--- config.mk ---
export PLATFORM = sky130hd
export DESIGN_NAME = pon_rx_link_filter
export DESIGN_NICKNAME = d
export VERILOG_FILES = /design/src/rtl/pon_rx_pkg.sv /design/src/rtl/pon_col_scan.sv /design/src/rtl/pon_link_match.sv /design/src/rtl/pon_rx_link_filter.sv
export SDC_FILE = /design/constraint.sdc
export NUM_CORES = 1
export LEC_CHECK = 0
export BUFFER_PORTS_ARGS = -buffer_cell sky130_fd_sc_hd__buf_2
export CORE_MARGIN = 4
export CORE_UTILIZATION = 28
export DETAILED_ROUTE_END_ITERATION = 8
export PLACE_DENSITY_LB_ADDON = 0.08
export SYNTH_ARGS = -nofsm -noshare
export SYNTH_HDL_FRONTEND = slang
export SYNTH_SLANG_ARGS = --single-unit
--- constraint.sdc ---
create_clock -name clk -period 3.53 [get_ports clk]
set_input_delay 0.353 -clock clk [delete_from_list [all_inputs] [get_ports clk]]
set_output_delay 0.353 -clock clk [all_outputs]
set_load 0.005 [all_outputs]
--- src/rtl/pon_rx_pkg.sv ---
// Package: shared column character codes for the receive link-ID filter.
// Assumes a four-lane column with one control flag per lane.
package pon_rx_pkg;
    localparam int          LANES   = 4;
    localparam int          COL_W   = LANES * 8;
    localparam logic [7:0]  CH_START = 8'hFB;
    localparam logic [7:0]  CH_TERM  = 8'hFD;
    localparam logic [7:0]  CH_IDLE  = 8'h07;
    localparam logic [7:0]  CH_PRE   = 8'h55;
    localparam logic [7:0]  CH_SLD   = 8'hD5;
endpackage

--- src/rtl/pon_col_scan.sv ---
// Module: classifies one column. It reports whether the column opens a
// frame (control start character in lane 0 only) and whether any lane
// carries a control terminate character. Purely combinational.
module pon_col_scan
    import pon_rx_pkg::*;
(
    input  logic [COL_W-1:0] col_data,
    input  logic [LANES-1:0] col_ctrl,
    output logic             is_start,
    output logic             has_term
);
    logic [LANES-1:0] lane_term;

    // per-lane terminate detection
    for (genvar l = 0; l < LANES; l++) begin : g_lane
        assign lane_term[l] = col_ctrl[l] && (col_data[8*l +: 8] == CH_TERM);
    end

    // start is valid only in lane 0
    assign is_start = col_ctrl[0] && (col_data[7:0] == CH_START);
    assign has_term = |lane_term;
endmodule

--- src/rtl/pon_link_match.sv ---
// Module: applies head-end or subscriber-end matching to a received mode
// bit and link identifier. In head-end mode it returns the lowest matching
// entry index. In subscriber-end mode entry 0 holds the local identifier.
// Assumes ID_W >= 2 so the three reserved values are distinct.
module pon_link_match #(
    parameter int N_ENTRY = 4,
    parameter int N_MCAST = 2,
    parameter int ID_W    = 15,
    parameter int IDX_W   = 2
) (
    input  logic                    olt_mode,
    input  logic                    rx_mode,
    input  logic [ID_W-1:0]         rx_id,
    input  logic [N_ENTRY-1:0]      ent_en,
    input  logic [N_ENTRY-1:0]      ent_mode,
    input  logic [N_ENTRY*ID_W-1:0] ent_id,
    input  logic [N_MCAST-1:0]      mc_en,
    input  logic [N_MCAST*ID_W-1:0] mc_id,
    output logic                    hit,
    output logic [IDX_W-1:0]        hit_idx
);
    localparam logic [ID_W-1:0] RES_HI  = {ID_W{1'b1}};
    localparam logic [ID_W-1:0] RES_MID = RES_HI - ID_W'(1);
    localparam logic [ID_W-1:0] RES_LO  = RES_HI - ID_W'(2);

    logic             reserved;
    logic [N_ENTRY-1:0] ent_hit;
    logic [N_MCAST-1:0] mc_hit;
    logic             onu_hit;
    logic [ID_W-1:0]  local_id;

    assign reserved = (rx_id == RES_HI) || (rx_id == RES_MID) || (rx_id == RES_LO);
    assign local_id = ent_id[ID_W-1:0];

    // head-end comparison per entry
    for (genvar i = 0; i < N_ENTRY; i++) begin : g_ent
        assign ent_hit[i] = ent_en[i] && (ent_id[i*ID_W +: ID_W] == rx_id)
                            && (reserved || !ent_mode[i]);
    end

    // multicast comparison per register
    for (genvar j = 0; j < N_MCAST; j++) begin : g_mc
        assign mc_hit[j] = mc_en[j] && (mc_id[j*ID_W +: ID_W] == rx_id);
    end

    // subscriber-end rule set
    assign onu_hit = (!rx_mode && (rx_id == local_id))
                  || (rx_mode && (rx_id != local_id))
                  || (rx_id == RES_LO)
                  || (|mc_hit);

    // lowest-index priority select and mode choice
    always_comb begin
        hit_idx = '0;
        for (int i = N_ENTRY - 1; i >= 0; i--) begin
            if (ent_hit[i]) hit_idx = IDX_W'(i);
        end
        if (!olt_mode) hit_idx = '0;
        hit = olt_mode ? (|ent_hit) : onu_hit;
    end
endmodule

--- src/rtl/pon_rx_link_filter.sv ---
// Module: receive link-ID filter. It holds one column, decides the fate of
// a frame when the identifier column arrives, and registers the result,
// giving a fixed two-column latency. Forwarded frames have the delimiter
// and identifier octets rewritten as preamble. Rejected frames become
// idle columns through the terminate column.
// Assumes olt_mode and all configuration inputs are static during frames.
module pon_rx_link_filter
    import pon_rx_pkg::*;
#(
    parameter int N_ENTRY = 4,
    parameter int N_MCAST = 2,
    parameter int ID_W    = 15,
    localparam int IDX_W  = (N_ENTRY > 1) ? $clog2(N_ENTRY) : 1
) (
    input  logic                    clk,
    input  logic                    rst_n,
    input  logic                    olt_mode,
    input  logic [COL_W-1:0]        rx_data,
    input  logic [LANES-1:0]        rx_ctrl,
    input  logic [N_ENTRY-1:0]      ent_en,
    input  logic [N_ENTRY-1:0]      ent_mode,
    input  logic [N_ENTRY*ID_W-1:0] ent_id,
    input  logic [N_MCAST-1:0]      mc_en,
    input  logic [N_MCAST*ID_W-1:0] mc_id,
    output logic [COL_W-1:0]        out_data,
    output logic [LANES-1:0]        out_ctrl,
    output logic                    out_sof,
    output logic [IDX_W-1:0]        out_idx
);
    localparam logic [COL_W-1:0] IDLE_COL = {LANES{CH_IDLE}};

    logic [COL_W-1:0] hold_d;
    logic [LANES-1:0] hold_c;
    logic             hold_start, hold_term;
    logic             fwd_q, drop_q, id_col_q;
    logic             sld_ok, id_ok, hit;
    logic [IDX_W-1:0] hit_idx;
    logic             rx_mode;
    logic [ID_W-1:0]  rx_id;

    pon_col_scan u_scan (
        .col_data (hold_d),
        .col_ctrl (hold_c),
        .is_start (hold_start),
        .has_term (hold_term)
    );

    // identifier fields come from the incoming column
    assign rx_mode = rx_data[15];
    assign rx_id   = ID_W'({rx_data[14:8], rx_data[23:16]});
    assign id_ok   = !rx_ctrl[1] && !rx_ctrl[2];
    assign sld_ok  = !hold_c[2] && (hold_d[23:16] == CH_SLD);

    pon_link_match #(
        .N_ENTRY (N_ENTRY),
        .N_MCAST (N_MCAST),
        .ID_W    (ID_W),
        .IDX_W   (IDX_W)
    ) u_match (
        .olt_mode (olt_mode),
        .rx_mode  (rx_mode),
        .rx_id    (rx_id),
        .ent_en   (ent_en),
        .ent_mode (ent_mode),
        .ent_id   (ent_id),
        .mc_en    (mc_en),
        .mc_id    (mc_id),
        .hit      (hit),
        .hit_idx  (hit_idx)
    );

    // column pipeline, frame decision and octet rewrite
    always_ff @(posedge clk) begin
        if (!rst_n) begin
            hold_d   <= IDLE_COL;
            hold_c   <= '1;
            out_data <= IDLE_COL;
            out_ctrl <= '1;
            out_sof  <= 1'b0;
            out_idx  <= '0;
            fwd_q    <= 1'b0;
            drop_q   <= 1'b0;
            id_col_q <= 1'b0;
        end else begin
            hold_d  <= rx_data;
            hold_c  <= rx_ctrl;
            out_sof <= 1'b0;
            if (hold_start) begin
                if (sld_ok && id_ok && hit) begin
                    out_data <= {hold_d[31:24], CH_PRE, hold_d[15:0]};
                    out_ctrl <= hold_c;
                    out_sof  <= 1'b1;
                    out_idx  <= hit_idx;
                    fwd_q    <= 1'b1;
                    drop_q   <= 1'b0;
                    id_col_q <= 1'b1;
                end else begin
                    out_data <= IDLE_COL;
                    out_ctrl <= '1;
                    fwd_q    <= 1'b0;
                    drop_q   <= 1'b1;
                    id_col_q <= 1'b0;
                end
            end else if (fwd_q) begin
                out_data <= id_col_q ? {hold_d[31:24], CH_PRE, CH_PRE, hold_d[7:0]} : hold_d;
                out_ctrl <= hold_c;
                id_col_q <= 1'b0;
                if (hold_term) fwd_q <= 1'b0;
            end else if (drop_q) begin
                out_data <= IDLE_COL;
                out_ctrl <= '1;
                if (hold_term) drop_q <= 1'b0;
            end else begin
                out_data <= hold_d;
                out_ctrl <= hold_c;
            end
        end
    end

    // a forwarded start column keeps its start character
    assert_sof_start_R10: assert property (@(posedge clk) disable iff (!rst_n)
        out_sof |-> (out_ctrl[0] && out_data[7:0] == CH_START));

    // the delimiter lane is rewritten as preamble
    assert_sld_rewrite_R3: assert property (@(posedge clk) disable iff (!rst_n)
        out_sof |-> (out_data[23:16] == CH_PRE && !out_ctrl[2]));

    // rejected frame body leaves as idle
    assert_drop_idle_R9: assert property (@(posedge clk) disable iff (!rst_n)
        (drop_q && !hold_start) |=> (out_ctrl == '1 && out_data == IDLE_COL && !out_sof));

    // forwarding and discarding never overlap
    assert_state_excl_R9: assert property (@(posedge clk) disable iff (!rst_n)
        !(fwd_q && drop_q));

    // head-end match reports an enabled entry
    assert_idx_enabled_R6: assert property (@(posedge clk) disable iff (!rst_n)
        (olt_mode && out_sof && $stable(ent_en)) |-> ent_en[out_idx]);

    // a sof pulse lasts one cycle
    assert_sof_pulse_R10: assert property (@(posedge clk) disable iff (!rst_n)
        out_sof |=> !out_sof);
endmodule

# After elaboration in Yosys (flattened, before gate mapping)
# Index checks and enable logic that the tools add are counted.
[totals]
reg_bits = 78
in_bits = 139
out_inout_bits = 39
[op_classes]
eq_ne = 18
n_mux = 25
n_reduce_logical = 44
[op_table]
columns = ["operator", "n"]
rows = [
  ["$mux 32", 4],
  ["$eq 15x15->1", 7],
  ["$eq 8x8->1 const B", 6],
  ["$eq 15x15->1 const B", 3],
  ["$mux 24", 1],
  ["$logic_and 1x1->1", 21],
  ["$mux 4", 4],
  ["$ne 15x15->1", 1],
  ["$mux 1", 11],
  ["$mux 2", 5],
  ["$logic_or 1x1->1", 9],
  ["$logic_not 1->1", 8],
  ["$reduce_or 4->1", 2],
  ["$reduce_and 2->1", 2],
  ["$ne 2x2->1 const B", 1],
  ["$reduce_bool 2->1", 1],
  ["$reduce_or 2->1", 1],
]

# Longest topological paths before layout
[depth]
word_depth = 10
ltp_mapped = 9
mapped_depth_nobuf = 7

# Modules after synthesis
# A second synthesis with hierarchy kept.
[unflattened]
cells_unflattened = 383
area_unflattened_um2 = 3833.7
[modules_own_cells]
columns = ["module", "n_inst", "cells_per_inst", "area_each_um2"]
rows = [
  ["pon_rx_link_filter", 1, 206, 2434.8],
  ["pon_link_match", 1, 159, 1301.2],
  ["pon_col_scan", 1, 18, 97.6],
]

# Worst setup path before layout
# Ideal clock, no wire load.
[synth_path]
path_type = "input to register"
start = "input rx_data[19]"
end = "register out_ctrl[1]"
setup_time_ns = 0.120
arrival_time_ns = 2.073
required_time_ns = 3.410
slack_ns = 1.337
stages = 9
cell_sequence = "buf_2 nand3_1 nor4_4 o21ai_2 a2111oi_4 nand3b_2 o221ai_2 buf_6 or2_1"
[synth_between]
elab_chain_cells = 10
word_cells_on_any_way = 38
classes_between = "eq/ne (11); mux (3); reduce/logical (24)"
[synth_rtl]
columns = ["item", "line", "source"]
rows = [
  ["from (decl)", "pon_rx_link_filter.sv:18", "input logic [COL_W-1:0] rx_data,"],
  ["$eq 15x15->1", "pon_link_match.sv:32", "assign reserved = (rx_id == RES_HI) || (rx_id == RES_MID) || (rx_id == RES_LO);"],
  ["$logic_or 1x1->1 (2 in series)", "pon_link_match.sv:32", ""],
  ["$logic_or 1x1->1", "pon_link_match.sv:38", "&& (reserved || !ent_mode[i]);"],
  ["$logic_and 1x1->1", "pon_link_match.sv:38", ""],
  ["$reduce_or 4->1", "pon_link_match.sv:59", "hit = olt_mode ? (|ent_hit) : onu_hit;"],
  ["$mux 1 *", "pon_link_match.sv:59", ""],
  ["$logic_and 1x1->1 *", "pon_rx_link_filter.sv:89", "if (sld_ok && id_ok && hit) begin"],
  ["$mux 4 *", "pon_rx_link_filter.sv:89", ""],
  ["$mux 4 *", "pon_rx_link_filter.sv:88", "if (hold_start) begin"],
  ["to (signal assigned)", "pon_rx_link_filter.sv:91", "out_ctrl <= hold_c;"],
  ["to (signal assigned)", "pon_rx_link_filter.sv:106", "out_ctrl <= hold_c;"],
  ["to (signal assigned)", "pon_rx_link_filter.sv:115", "out_ctrl <= hold_c;"],
  ["to (decl)", "pon_rx_link_filter.sv:26", "output logic [LANES-1:0] out_ctrl,"],
]
# Mark *: on every way between the ends. The rest lies on a longest branch, timed or not.
# A chain may end at the register's enable or synchronous reset.

# Worst setup path in the final report
[layout_path]
start = "register hold_d[6]"
end = "register out_ctrl[3]"
[layout_between]
elab_chain_cells = 3
[layout_rtl]
columns = ["item", "line", "source"]
rows = [
  ["from (decl)", "pon_rx_link_filter.sv:32", "logic [COL_W-1:0] hold_d;"],
  ["from (signal assigned)", "pon_rx_link_filter.sv:85", "hold_d <= rx_data;"],
  ["$eq 8x8->1", "pon_col_scan.sv:20", "assign is_start = col_ctrl[0] && (col_data[7:0] == CH_START);"],
  ["$logic_and 1x1->1", "pon_col_scan.sv:20", ""],
  ["$mux 4", "pon_rx_link_filter.sv:88", ""],
]
# No other way between the ends.

==> qor.csv <==
stage,metric,value,unit
run_status,status,completed,
clock_tree,cts_setup_buffers,0,
clock_tree,cts_made_buffers,9,
detailed_routing,drtIter0Drc,93,
power,leakagePower,2.06,nW
floorplanning,rows,41,
floorplanning,die_w,122,um
detailed_routing,vias,3071,
yosys,synth_warnings,0,
worst_setup_path,r2r-end,out_ctrl[3],
sta,min_period_over_period,0.690,
clock_tree,cts_tree,built,
power,p_per_area,418,nW/um^2
worst_setup_path,critPathBufInv,1,
finish,post-route-util,0.385,
sta,setup-tns-final,0,ns
finish,fin_area,4880,um^2
sta,relSlewSlack,0.625,
flow_run,cap_violations,0,
yosys,synth_seq_cells,78,
floorplanning,die_h,122,um
place,globalplace.congestion,0.805,
place,port_buffers,177,
detailed_routing,totalWireLength,11.2,mm
detailed_routing,wire_per_inst,15.6,um
clock_tree,htreeDepth,3,
worst_setup_path,cp.depth,8,
yosys,async_flop_share,0,
sta,timing.hold.ws,0.225,ns
yosys,ys_seq_area_frac,0.428,
finish,n_antenna_cell,0,
worst_setup_path,r2r-start,hold_d[6],
clock_tree,cts_resized,0,
clock_tree,cts.sinks,78,
worst_setup_path,crit_end,out_ctrl[3],
sta,rsz0062_at_grt,false,
sta,finalSetupViolCount,0,
global_route,grt_max_degree,48,
global_route,grt_first_pass_wirelength,16.8,mm
yosys,synth_area,3650,um^2
worst_setup_path,critPathMaxFanout,22,
sta,tightestPinTransition,0.562,ns
detailed_routing,remaining_drc_errors,0,
finish,fin_cells,717,
finish,nets,679,
worst_setup_path,slowest_stage,or3b_1,
yosys,avgSynthCellArea,9.78,um^2
clock_tree,clkLatencyLatePin,0.32,ns
sta,final_max_slew_viol_count,0,
worst_setup_path,cp-start-kind,flop,
global_route,grt-ovfl-total,0,
finish,drive_gt1_frac,0.380,
floorplanning,dieArea,14900,um^2
sta,skew,0.00374,ns
sta,post-route-min-period,2.44,ns
place,dpl.hpwl,9.27,mm
yosys,synthCells,373,
detailed_routing,ant_nets,0,
sta,max_freq,410,MHz
clock_tree,clkTransAtPathRegs,0.05,ns
global_route,grt_pass1_vias,3265,
floorplanning,io_pins,178,
worst_setup_path,cp_top_family,simple AND/OR/NAND/NOR gates,
finish,syn_to_final_growth,33.9,%
detailed_routing,dr.pass1.iters,4,
hold_path,hold_path_class,input pin to flop,
worst_setup_path,crit_start,hold_d[6],
global_route,grt_use_total,0.150,
worst_setup_path,worstPathRequired,3.74,ns
clock_tree,ctsLongestPathBuffers,2,
floorplanning,coreArea,12700,um^2
worst_setup_path,r2r_cells,8,
yosys,synth_cell_types,52,
yosys,syn_nets,512,
clock_tree,cts_hold_buf,0,
worst_setup_path,critical_path_class,flop to flop,
power,vdd_drop_max,0.269,mV
sta,hold_violations,0,
worst_setup_path,crit_arrival,2.64,ns
global_route,grt_antenna_before_repair,0,
detailed_routing,vias_per_cell,4.28,
floorplanning,initial_core_util,0.288,
place,place_area,4610,um^2
worst_setup_path,slowest_delay,0.49,ns
worst_setup_path,crit_chain,"and4_1, nand4_1, or3b_1, nand4b_1, a31oi_2, o221ai_2, buf_4, or2_2",
yosys,synthFlopType,dfxtp_1,
place,dp_cells,701,
clock_tree,cts_root_buf,clkbuf_16,
worst_setup_path,end_kind,flop,
worst_setup_path,r2r_setup_slack,1.09,ns
yosys,synth_edf_count,0,
how the worst min path moves through the flow:
stage	depth (start not counted)	end	from	slack, ns
6_report	2	hold_d[1]	rx_data[1]	0.23
2_1_floorplan	1	out_data[25]	hold_d[25]	0.40
4_1_cts	2	hold_d[1]	rx_data[1]	0.21
3_5_place_dp	2	out_data[5]	hold_d[5]	0.42
3_3_place_gp	1	out_data[25]	hold_d[25]	0.42
5_1_grt	2	hold_d[26]	rx_data[26]	0.22
layout make-up:
class	count	area, um^2
clock inverter	4	22.5
inverter	15	56.3
sequential	78	1560
timing repair buffer	179	901
fill	1354	7790
multi-input combinational	257	1880
tap	172	215
clock buffer	12	246
per-layer routing:
| metal | GRT usage | up-vias | wire length [um] |
|---|---|---|---|
| met5 | 0 | - | 0 |
| met4 | 0.0469 | 0 | 124 |
| met3 | 0.0409 | 8 | 973 |
| met2 | 0.266 | 153 | 5460 |
| met1 | 0.176 | 1342 | 4650 |
| li1 | - | 1568 | - |
state kept, by name (all words and copies together), names as in the netlist:
register and flops:
fwd_q 1, id_col_q 1, out_idx 2, out_data 32
hold_c 4, drop_q 1, out_ctrl 4, hold_d 32
out_sof 1
synth_stat cells, drive strengths merged, types with 2 or more instances:
cell | instances | area share
a211o | 2 | 0.0048
a21oi | 9 | 0.012
a31oi | 3 | 0.0069
and2 | 24 | 0.042
buf | 18 | 0.036
clkbuf | 5 | 0.0051
dfxtp | 78 | 0.43
inv | 14 | 0.014
nand2 | 13 | 0.013
nand2b | 19 | 0.033
nand3 | 4 | 0.0055
nand3b | 3 | 0.0072
nand4 | 26 | 0.050
nand4b | 3 | 0.0072
nor2 | 17 | 0.017
nor3 | 2 | 0.0027
nor3b | 2 | 0.0041
nor4 | 5 | 0.014
o21ai | 5 | 0.0089
or2 | 9 | 0.015
or4 | 3 | 0.0062
xnor2 | 83 | 0.20
xor2 | 8 | 0.019
power breakdown:
group / internal, mW / leakage, nW / switching [mW]
combinational: 0.157 / 1.28 / 0.144
clock: 0.491 / 0.132 / 0.316
sequential: 0.920 / 0.645 / 0.0149
total: 1.57 / 2.06 / 0.475
kinds of logic after synthesis:
kind of cell,synth area share
buffers and inverters,0.0563
muxes,0.00274
and+or+nand+nor,0.228
AOI/OAI and AO/OA,0.0659
xor gates and xnor gates,0.219
DFF,0.428
placed cells by master, fill, tap and decap left out, types with 4 or more instances in the layout:
cell type,instances
or2_1,7
nor2_1,17
nand3_1,4
clkbuf_16,9
nand2_1,13
nand2b_1,19
xnor2_1,83
and2_1,23
dfxtp_1,78
a21oi_1,9
buf_2,177
inv_1,14
nand4_1,24
xor2_1,8
through the flow:
| stage | setup slack (ns) | power, mW |
|---|---|---|
| after floorplan | 1.34 | 1.13 |
| after global placement | 0.923 | 1.26 |
| after detailed placement | 0.873 | 1.26 |
| after CTS | 1.07 | 2.08 |
| after global routing | 0.924 | 2.15 |
| final | 1.09 | 2.04 |
(Power assumes the default switching activity.)
